**src/rtl/mbox_irq_pkg.sv**
```systemverilog
package mbox_irq_pkg;

    localparam int unsigned MBX_SRC_N = 3;
    localparam int unsigned SRC_RX    = 0;
    localparam int unsigned SRC_TX    = 1;
    localparam int unsigned SRC_MC    = 2;

    typedef enum logic [1:0] {
        MCH_STOP = 2'b00,
        MCH_RUN  = 2'b01,
        MCH_XFER = 2'b10,
        MCH_END  = 2'b11
    } mch_state_e;

    typedef struct packed {
        logic [MBX_SRC_N-1:0] en;
    } ctrl_st_t;

    typedef struct packed {
        logic flag;
    } flag_st_t;

    typedef struct packed {
        mch_state_e st;
    } mch_st_t;

endpackage

```
**src/rtl/mbox_flag.sv**
```systemverilog
module mbox_flag
    import mbox_irq_pkg::*;
(
    input  logic clk,
    input  logic rst_n,
    input  logic en_i,
    input  logic set_i,
    input  logic clr_i,
    output logic flag_o
);

    flag_st_t cur_q, nxt_d;

    always_comb begin
        nxt_d = cur_q;
        if (!en_i) begin
            nxt_d.flag = 1'b0;
        end else if (set_i) begin
            nxt_d.flag = 1'b1;
        end else if (clr_i) begin
            nxt_d.flag = 1'b0;
        end
    end

    always_ff @(posedge clk or negedge rst_n) begin
        if (!rst_n) begin
            cur_q <= '0;
        end else begin
            cur_q <= nxt_d;
        end
    end

    assign flag_o = en_i & cur_q.flag;

    // a disabled source leaves the flag cleared
    p_off_clear_r3: assert property (@(posedge clk) disable iff (!rst_n)
        !en_i |=> !cur_q.flag);

    // set wins over a simultaneous clear
    p_set_wins_r5: assert property (@(posedge clk) disable iff (!rst_n)
        en_i && set_i |=> cur_q.flag);

    // a clear on its own empties the flag
    p_clear_r4: assert property (@(posedge clk) disable iff (!rst_n)
        en_i && clr_i && !set_i |=> !cur_q.flag);

endmodule

```
**src/rtl/mbox_mch.sv**
```systemverilog
module mbox_mch
    import mbox_irq_pkg::*;
(
    input  logic       clk,
    input  logic       rst_n,
    input  logic       en_i,
    input  logic       start_i,
    input  logic       access_i,
    input  logic       done_i,
    output logic [1:0] code_o,
    output logic       end_o
);

    mch_st_t cur_q, nxt_d;

    always_comb begin
        nxt_d = cur_q;
        if (!en_i) begin
            nxt_d.st = MCH_STOP;
        end else begin
            unique case (cur_q.st)
                MCH_STOP: if (start_i) nxt_d.st = MCH_RUN;
                MCH_RUN, MCH_XFER: begin
                    if (done_i)        nxt_d.st = MCH_END;
                    else if (access_i) nxt_d.st = MCH_XFER;
                    else               nxt_d.st = MCH_RUN;
                end
                MCH_END:  if (start_i) nxt_d.st = MCH_RUN;
                default:  nxt_d.st = MCH_STOP;
            endcase
        end
    end

    always_ff @(posedge clk or negedge rst_n) begin
        if (!rst_n) begin
            cur_q <= '{st: MCH_STOP};
        end else begin
            cur_q <= nxt_d;
        end
    end

    assign code_o = en_i ? cur_q.st : MCH_STOP;
    assign end_o  = en_i && (cur_q.st == MCH_END);

    // done while running always reaches the end state
    p_done_end_r6: assert property (@(posedge clk) disable iff (!rst_n)
        en_i && (cur_q.st == MCH_RUN || cur_q.st == MCH_XFER) && done_i
        |=> cur_q.st == MCH_END);

    // end state is sticky until a new start
    p_end_hold_r6: assert property (@(posedge clk) disable iff (!rst_n)
        en_i && cur_q.st == MCH_END && !start_i |=> cur_q.st == MCH_END);

    // disabling returns the channel to stopped
    p_off_stop_r7: assert property (@(posedge clk) disable iff (!rst_n)
        !en_i |=> cur_q.st == MCH_STOP);

endmodule

```
**src/rtl/mbox_irq_ctrl.sv**
```systemverilog
module mbox_irq_ctrl
    import mbox_irq_pkg::*;
#(
    parameter int unsigned          ADDR_W    = 8,
    parameter int unsigned          DATA_W    = 8,
    parameter logic [ADDR_W-1:0]    EN_ADDR   = 8'h30,
    parameter logic [ADDR_W-1:0]    STAT_ADDR = 8'h31
) (
    input  logic              clk,
    input  logic              rst_n,
    input  logic              cpu_sel,
    input  logic              cpu_we,
    input  logic [ADDR_W-1:0] cpu_addr,
    input  logic [DATA_W-1:0] cpu_wdata,
    output logic [DATA_W-1:0] cpu_rdata,
    input  logic              cpu_buf_rd,
    input  logic              cpu_buf_wr,
    input  logic              host_rx_wr,
    input  logic              host_tx_rd,
    input  logic              mch_start,
    input  logic              mch_access,
    input  logic              mch_done,
    input  logic              host_rd_cfg,
    input  logic              host_sel,
    output logic [DATA_W-1:0] host_rdata,
    output logic              irq_rx,
    output logic              irq_tx,
    output logic              irq_mch
);

    localparam int unsigned MC_LSB = MBX_SRC_N - 1;

    ctrl_st_t    ctl_q, ctl_d;
    logic        rx_full, tx_empty, mch_end;
    logic [1:0]  mch_code;
    logic [DATA_W-1:0] status;

    always_comb begin
        ctl_d = ctl_q;
        if (cpu_sel && cpu_we && cpu_addr == EN_ADDR) begin
            ctl_d.en = cpu_wdata[MBX_SRC_N-1:0];
        end
    end

    always_ff @(posedge clk or negedge rst_n) begin
        if (!rst_n) begin
            ctl_q <= '0;
        end else begin
            ctl_q <= ctl_d;
        end
    end

    mbox_flag u_rx_flag (
        .clk    (clk),
        .rst_n  (rst_n),
        .en_i   (ctl_q.en[SRC_RX]),
        .set_i  (host_rx_wr),
        .clr_i  (cpu_buf_rd),
        .flag_o (rx_full)
    );

    mbox_flag u_tx_flag (
        .clk    (clk),
        .rst_n  (rst_n),
        .en_i   (ctl_q.en[SRC_TX]),
        .set_i  (host_tx_rd),
        .clr_i  (cpu_buf_wr),
        .flag_o (tx_empty)
    );

    mbox_mch u_mch (
        .clk      (clk),
        .rst_n    (rst_n),
        .en_i     (ctl_q.en[SRC_MC]),
        .start_i  (mch_start),
        .access_i (mch_access),
        .done_i   (mch_done),
        .code_o   (mch_code),
        .end_o    (mch_end)
    );

    always_comb begin
        status                     = '0;
        status[SRC_RX]             = rx_full;
        status[SRC_TX]             = tx_empty;
        status[MC_LSB+1:MC_LSB]    = mch_code;
    end

    always_comb begin
        cpu_rdata = '0;
        if (cpu_addr == EN_ADDR) begin
            cpu_rdata[MBX_SRC_N-1:0] = ctl_q.en;
        end else if (cpu_addr == STAT_ADDR) begin
            cpu_rdata = status;
        end
    end

    assign host_rdata = (host_rd_cfg && host_sel) ? status : '0;
    assign irq_rx     = rx_full;
    assign irq_tx     = tx_empty;
    assign irq_mch    = mch_end;

    // no interrupt request from a disabled source
    p_irq_gate_r8: assert property (@(posedge clk) disable iff (!rst_n)
        !(irq_rx && !ctl_q.en[SRC_RX]) && !(irq_tx && !ctl_q.en[SRC_TX])
        && !(irq_mch && !ctl_q.en[SRC_MC]));

    // host sees nothing unless both select conditions hold
    p_host_gate_r9: assert property (@(posedge clk) disable iff (!rst_n)
        !(host_rd_cfg && host_sel) |-> host_rdata == '0);

    // reserved enable bits never read back as 1
    p_en_rsvd_r2: assert property (@(posedge clk) disable iff (!rst_n)
        cpu_addr == EN_ADDR |-> cpu_rdata[DATA_W-1:MBX_SRC_N] == '0);

endmodule

```
**config.mk**
```make
export PLATFORM = sky130hd
export DESIGN_NAME = mbox_irq_ctrl
export DESIGN_NICKNAME = d
export VERILOG_FILES = /design/src/rtl/mbox_irq_pkg.sv /design/src/rtl/mbox_flag.sv /design/src/rtl/mbox_mch.sv /design/src/rtl/mbox_irq_ctrl.sv
export SDC_FILE = /design/constraint.sdc
export NUM_CORES = 1
export LEC_CHECK = 0
export CAP_MARGIN = 20
export CORE_MARGIN = 3
export CORE_UTILIZATION = 32
export DETAILED_ROUTE_END_ITERATION = 12
export GPL_TIMING_DRIVEN = 0
export PLACE_DENSITY = 0.93
export SLEW_MARGIN = 25
export SYNTH_ARGS = -nofsm -noshare
export SYNTH_HDL_FRONTEND = slang
export SYNTH_HIERARCHICAL = 1
export SYNTH_SLANG_ARGS = --single-unit
```
**constraint.sdc**
```tcl
create_clock -name clk -period 6 [get_ports clk]
set_clock_uncertainty 0.05 [all_clocks]
set_input_delay 1.5 -clock clk [delete_from_list [all_inputs] [get_ports clk]]
set_output_delay 1.5 -clock clk [all_outputs]
set_load 0.05 [all_outputs]
```
# == Yosys cells after proc, flatten, opt, wreduce, memory -nomap -nowiden ==
# Cells that the tools add are included.
# classes
bitwise_logic,2
eq_ne,8
n_mux,16
n_reduce_logical,7
# op_table
op,count
== test 8 x 6 -> 1 bit (second input constant),2
two-way mux 2 bit,5
!= test 3 bit (second input constant),3
two-way mux 4 bit,2
two-way mux 1 bit,6
two-way mux 5 bit,1
== test 2 bit (second input constant),2
logical AND 1 bit,4
one-hot mux 2 bit (2 select lines),1
OR reduction 2 bit,2
two-way mux 3 bit,1
bitwise AND 1 bit,2
== test 2 x 1 -> 1 bit (second input constant),1
zero test 2 bit,1
# totals
wordCells,37
regBits,7
out_inout_bits,19
in_bits,29

# == Depth between registers and ports, before layout ==
# Gate-level depths: netlist of the first run.
# logic_depth
depth_word,4
mapped_depth,3

# == Hierarchy ==
# Netlist of the first run, hierarchy kept.
# modules_own_cells
module,cells_per_inst,seq_area_each_um2,area_each_um2,instances
mbox_irq_ctrl,32,75.1,296.5,1
mbox_mch,11,50.0,121.4,1
mbox_flag,4,25.0,53.8,2

# == Worst setup path after synthesis of the first run ==
# Ideal clock, no wire load.
# synth_path
kind,in2out
start,in cpu_addr[6]
end,out cpu_rdata[0]
cell_stages,3
setup_slack_ns,1.324
t_arrival_ns,3.126
cell_sequence,or4_4 > or3_1 > nor2_1
# synth_between
elab_chain_cells,3
word_cells_on_any_way,4
classes_between,eq/ne (2); mux (2)
# synth_lines
item,line,source
start: declaration,mbox_irq_ctrl.sv:13,"input logic [ADDR_W-1:0] cpu_addr,"
== test 8 x 6 -> 1 bit,mbox_irq_ctrl.sv:93,end else if (cpu_addr == STAT_ADDR) begin
two-way mux 4 bit,mbox_irq_ctrl.sv:93,
two-way mux 3 bit *,mbox_irq_ctrl.sv:91,if (cpu_addr == EN_ADDR) begin
end: declaration,mbox_irq_ctrl.sv:15,"output logic [DATA_W-1:0] cpu_rdata,"
# Mark *: on every way between the ends. The rest lies on a longest branch, timed or not.

# == Final worst setup path of the first run ==
# Same ends and word-level chain as after synthesis.

==> results of run 1 <==
final cells by class:
type,instances,area (sq um),share of cell area
well taps,16,20.0,0.0213
flip-flops and latches,7,175,0.187
repair buffers,34,340,0.363
plain buffers,8,60.1,0.0640
multi-input cells,43,317,0.337
clock buffers,4,26.3,0.0280
path summary, 6_finish.rpt:
kind / from / endpoint / slack (ps) / cells past startpoint
max: cpu_addr[6] / cpu_rdata[0] / 620 / 5
min: ctl_q[0] / u_rx_flag/cur_q / 490 / 1
max reg2reg: u_mch/cur_q[0] / u_mch/cur_q[1] / 4640 / 3
min reg2reg: ctl_q[0] / u_rx_flag/cur_q / 490 / 1
max in group asynchronous: rst_n / u_mch/cur_q[0] / 4220 / 1
min in group asynchronous: rst_n / u_rx_flag/cur_q / 1450 / 1
routing by layer:
metal,vias up,GRT usage,share of wire
li1,253,-,-
met1,221,0.118,0.32
met2,28,0.223,0.53
met3,5,0.0352,0.12
met4,0,0.102,0.029
met5,-,0,0
metrics by stage:
stage / utilization / worst slack, ps / instances / hold slack [ps]
2_1_floorplan: - / 1320 / 58 / 439
3_3_place_gp: 0.599 / 637 / 108 / 459
3_5_place_dp: 0.599 / 619 / 108 / 490
4_1_cts: 0.616 / 607 / 112 / 499
5_1_grt: 0.616 / 575 / 112 / 517
6_report: 0.616 / 618 / 112 / 488
registers in the layout, indices dropped and copies added (netlist names):
signal,cells
ctl_q,3
u_mch/cur_q,2
u_rx_flag/cur_q,1
u_tx_flag/cur_q,1
power breakdown:
group	internal (W)	switching (W)
clock	0.0000254	0.0000172
sequential	0.0000482	0.000000792
combinational	0.0000189	0.0000177
total	0.0000924	0.0000357
layout by cell type (no fill, tap or decap), drive strengths merged:
cell            n
nor2b           2
and3            4
clkbuf          4
conb            8
and2            5
o21ai           1
buf             8
a21boi          1
or4             1
nand3b          2
nor4            1
or3b            1
ha              1
o311a           1
nor2            4
clkdlybuf4s50  34
mux2i           3
or3             1
dfrtp           7
nand2           2
o21a            2
mux2            3
kinds of logic (layout without fill, tap and decap cells):
family                   count (synthesis)  in the layout  synth area share
AND/OR/NAND/NOR                         23             23             0.326
buffers and inverters                    8             46             0.114
flip-flops                               7              7             0.333
multiplexers                             6              6             0.121
AO/OA/AOI/OAI                            5              5            0.0738
adder cells (fa/ha/maj)                  1              1            0.0238
other                                    1              8           0.00714
==> run_results.csv, run 1 <==
group,metric,value,unit
setup_path,path_delay_family,"buffers and inverters",
yosys,ys_types,21,
sta,tightestPinTransition,502,ps
setup_path,cp_max_fo,4,
setup_path,critical-path-max-stage-delay,810,ps
setup_path,path_class,"primary input to primary output",
drt,postRouteAntennaNets,0,
outcome,status,"finished clean",
sta,slew_viol_final,0,
drt,totalWireLength,1310,um
clock_tree,post-cts-setup-buffers,0,
placed_design,io_buffers,34,
yosys,synth_commonest_cells,"8 x buf_4, 7 x dfrtp_1, 4 x and3_1, 4 x nor2_1",
power_and_ir_drop,peakVddDrop,0.0875,mV
clock_tree,clk-insertion-delay-late,250,ps
yosys,syn-cell-area,526,sq um
placed_design,dpl.hpwl,1170,um
final_layout,drive_gt1_frac,0.219,
die,die_x,46.5,um
yosys,yosysTopAreaCellShare,0.333,
drt,vias,507,
clock_tree,cts_root_buffer,"clkbuf_4",
drt,first_pass_iters,5,
yosys,ys_async_sr_fraction,1.00,
global_routing,track_usage,0.126,
yosys,netlist_instances,51,
die,fp.dieH,46.5,um
setup_path,slowest_stage,"clkdlybuf4s50_1",
clock_tree,cts_max_level,1,
clock_tree,clk_pin_slew,50,ps
clock_tree,clk_path_buf_depth,2,
setup_path,worstPathCellList,"clkdlybuf4s50_1, or4_4, or3_1, nor2_1, clkdlybuf4s50_1",
global_routing,grt_max_degree,8,
final_layout,area_delta_synth_final,78.6,%
global_routing,grt_pass1_wl,1830,um
clock_tree,cts_tree,"built",
yosys,synth_edf_count,0,
yosys,ys_warn_count,6,
yosys,synth_area_leaders,"dfrtp_1 33%, buf_4 11%, mux2_2 6.4%",
hold_path,min_path_type,"flop to flop",
setup_path,crit_path_frequent_cell,"clkdlybuf4s50_1",
yosys,ys_ff_latch,7,
die,start_util,0.345,
sta,fmax,0.186,GHz
setup_path,crit_path_end_kind,"primary output",
clock_tree,hold_buffers,0,
sta,tns,0,ps
final_layout,nFillCells,134,
clock_tree,ctsResizeCount,0,
die,fp-row-count,14,
sta,slew_headroom,0.664,
setup_path,crit_buf_inv,2,
drt,post_drt_wl_per_cell,11.7,um
die,io_pins,48,
sta,rsz0062_at_grt,"false",
yosys,synth.avg_cell_area,10.3,sq um
setup_path,startpoint_type,"primary input",
clock_tree,cts-buffers-inserted,3,
setup_path,required,4450,ps
drt,routed_via_density,4.53,
placed_design,place_area,912,sq um
global_routing,grt-ovfl-total,0,
power_and_ir_drop,power,0.000128,W
yosys,ys_seq_area_frac,0.333,
clock_tree,clock_sinks,7,
yosys,synth_most_common_cell,"buf_4",
sta,setup_violations,0,
job,maxCapViolations,0,
yosys,synth_top_area_cell,"dfrtp_1",
die,coreArea,1520,sq um
placed_design,finalWeightedCongestion,0.646,
die,die_area,2160,sq um
yosys,synth_top_flop_cell,"dfrtp_1",
final_layout,fin_area,938,sq um
drt,drc,0,
global_routing,first_global_vias,468,
drt,drt_iter0_drc,2,
power_and_ir_drop,powerDensity,137,nW/um^2
final_layout,fin_nets,127,
power_and_ir_drop,cellLeakagePower,0.426,nW
sta,hold_viol_final,0,
sta,fin_crit_sh,0.897,
global_routing,antenna_found_initial,0,
setup_path,critPathArrivalTime,3830,ps
sta,min_period,5380,ps
final_layout,diodes,0,
(Power assumes the default switching activity.)
==> run 2: changes to the inputs <==
--- a/config.mk
+++ b/config.mk
@@ -6,12 +6,10 @@
 export NUM_CORES = 1
 export LEC_CHECK = 0
 export CAP_MARGIN = 20
-export CORE_MARGIN = 3
 export CORE_UTILIZATION = 32
 export DETAILED_ROUTE_END_ITERATION = 12
 export GPL_TIMING_DRIVEN = 0
 export PLACE_DENSITY = 0.93
-export SLEW_MARGIN = 25
 export SYNTH_ARGS = -nofsm -noshare
 export SYNTH_HDL_FRONTEND = slang
 export SYNTH_HIERARCHICAL = 1
==> run 2 against run 1 <==
Effect of this change:
- total power shrank 2.3%
- combinational power shrank 2%
- sequential share of layout area unchanged
- die area shrank 16%
- first-iteration DRC count rose to 2.5 times the previous value
- fmax about the same
==> run_results.csv, run 2 (same netlist as run 1, synthesis figures left out) <==
group,metric,value,unit
outcome,status,"finished clean",
global_routing,grt_pass1_wl,1820,um
final_layout,largest_reg_flops,3,
clock_tree,cts-buffers-inserted,3,
clock_tree,cts_tree,"built",
die,fp.dieH,42.5,um
die,io_pins,48,
final_layout,regArea,175,sq um
drt,routed_via_density,4.54,
die,die_area,1810,sq um
sta,rsz0062_at_grt,"false",
final_layout,fin_nets,127,
setup_path,r2r_cells,3,
die,fp-row-count,14,
final_layout,final_common_cell,"clkdlybuf4s50_1",
clock_tree,cts_max_level,1,
drt,first_pass_iters,4,
sta,slew_headroom,0.666,
global_routing,grt_max_degree,8,
sta,setup_violations,0,
final_layout,area_delta_synth_final,78.6,%
drt,vias,509,
clock_tree,clk-insertion-delay-late,240,ps
global_routing,first_global_vias,460,
drt,drt_iter0_drc,5,
power_and_ir_drop,cellLeakagePower,0.426,nW
global_routing,antenna_found_initial,0,
sta,hold_viol_final,0,
sta,tightestPinTransition,500,ps
drt,postRouteAntennaNets,0,
placed_design,finalWeightedCongestion,0.666,
hold_path,min_path_type,"flop to flop",
sta,tns,0,ps
final_layout,nFillCells,129,
placed_design,io_buffers,34,
die,die_x,42.5,um
sta,slew_viol_final,0,
clock_tree,post-cts-setup-buffers,0,
final_layout,postLayoutCoreUtil,0.616,
sta,fmax,0.186,GHz
clock_tree,clk_pin_slew,50,ps
setup_path,crit_path_end_kind,"primary output",
setup_path,cp_max_fo,4,
clock_tree,hold_buffers,0,
setup_path,reg2reg_from,"u_mch/cur_q[0]",
clock_tree,ctsResizeCount,0,
clock_tree,cts_root_buffer,"clkbuf_4",
sta,fin_crit_sh,0.897,
drt,post_drt_wl_per_cell,10.3,um
clock_tree,clk_path_buf_depth,2,
setup_path,required,4450,ps
drt,drc,0,
power_and_ir_drop,power,0.000125,W
final_layout,reg.largest.list,"ctl_q (3), u_mch/cur_q (2)",
final_layout,multi_input_area,317,sq um
die,start_util,0.345,
sta,min_period,5380,ps
clock_tree,clock_sinks,7,
final_layout,top_register,"ctl_q",
hold_path,hold_start,"ctl_q[0]",
final_layout,diodes,0,
placed_design,dpl.hpwl,1050,um
setup_path,path_class,"primary input to primary output",
setup_path,setup.worst_path.start,"cpu_addr[6]",
job,maxCapViolations,0,
setup_path,critPathArrivalTime,3830,ps
setup_path,startpoint_type,"primary input",
drt,totalWireLength,1160,um
die,coreArea,1520,sq um
power_and_ir_drop,powerDensity,133,nW/um^2
final_layout,final_cell_mix,"34 x clkdlybuf4s50_1, 8 x buf_4, 8 x conb_1",
hold_path,min_delay_path_depth,1,
final_layout,drive_gt1_frac,0.219,
global_routing,grt-ovfl-total,0,
power_and_ir_drop,peakVddDrop,0.0797,mV
global_routing,track_usage,0.138,
run 2: cell counts in the layout (fill, tap and decap cells not counted):
No cell type changed its count.
run 2: through the flow:
stage          cell area [sq um]  hold slack (ps)  std cells  setup WS, ps
3_5_place_dp                 912              491        108           622
3_3_place_gp                 912              460        108           639
4_1_cts                      938              504        112           619
2_1_floorplan                552              439         58          1320
6_report                     938              495        112           620
5_1_grt                      938              529        112           535
run 2: area by class of cell:
cell class,instances,share of cell area
Sequential cell,7,0.187
Timing Repair Buffer,34,0.363
Clock buffer,4,0.0280
Buffer,8,0.0640
Tap cell,16,0.0213
Multi-Input combinational cell,43,0.337
run 2: critical path, cell delays in order:
cell and delay [ps]:
clkdlybuf4s50_1 410, or4_4 560, or3_1 420, nor2_1 130, clkdlybuf4s50_1 810
run 2: worst paths after layout:
kind,endpoint,slack [ps]
max,cpu_rdata[0],620
min,u_rx_flag/cur_q,490
max reg2reg,u_mch/cur_q[1],4650
min reg2reg,u_rx_flag/cur_q,490
max in group asynchronous,u_mch/cur_q[0],4210
min in group asynchronous,ctl_q[2],1460
run 2: where the power goes:
| part | switching, W | internal (W) | leakage (nW) |
|---|---|---|---|
| Clock | 0.0000149 | 0.0000252 | 0.0150 |
| Combinational | 0.0000172 | 0.0000188 | 0.314 |
| Sequential | 0.000000812 | 0.0000482 | 0.0974 |
run 2: per-layer routing:
| metal | global-route usage | up-vias | share of wire |
|---|---|---|---|
| li1 | - | 254 | - |
| met1 | 0.129 | 227 | 0.34 |
| met2 | 0.262 | 28 | 0.55 |
| met3 | 0.0388 | 0 | 0.10 |
| met4 | 0.0750 | 0 | 0 |
| met5 | 0 | - | 0 |
==> run 3: changes to the inputs <==
--- a/config.mk
+++ b/config.mk
@@ -5,11 +5,13 @@
 export SDC_FILE = /design/constraint.sdc
 export NUM_CORES = 1
 export LEC_CHECK = 0
+export ABC_AREA = 0
 export CAP_MARGIN = 20
 export CORE_UTILIZATION = 32
 export DETAILED_ROUTE_END_ITERATION = 12
 export GPL_TIMING_DRIVEN = 0
 export PLACE_DENSITY = 0.93
+export SLEW_MARGIN = 5
 export SYNTH_ARGS = -nofsm -noshare
 export SYNTH_HDL_FRONTEND = slang
 export SYNTH_HIERARCHICAL = 1
==> constraint.sdc (replaced) <==
create_clock -name clk -period 6.48 [get_ports clk]
set_clock_uncertainty 0.05 [all_clocks]
set_input_delay 1.62 -clock clk [delete_from_list [all_inputs] [get_ports clk]]
set_output_delay 1.62 -clock clk [all_outputs]
set_load 0.05 [all_outputs]
==> results of run 3 <==
The final DEF is identical to that of run 2. Status: finished clean.
Main changes from that run: setup slack after placement 622 ps -> 862 ps; setup slack after layout 620 ps -> 860 ps; register-to-register setup slack 4650 ps -> 5130 ps; total power 0.000125 W -> 0.000116 W; worst IR drop on VDD 0.0797 mV -> 0.0738 mV
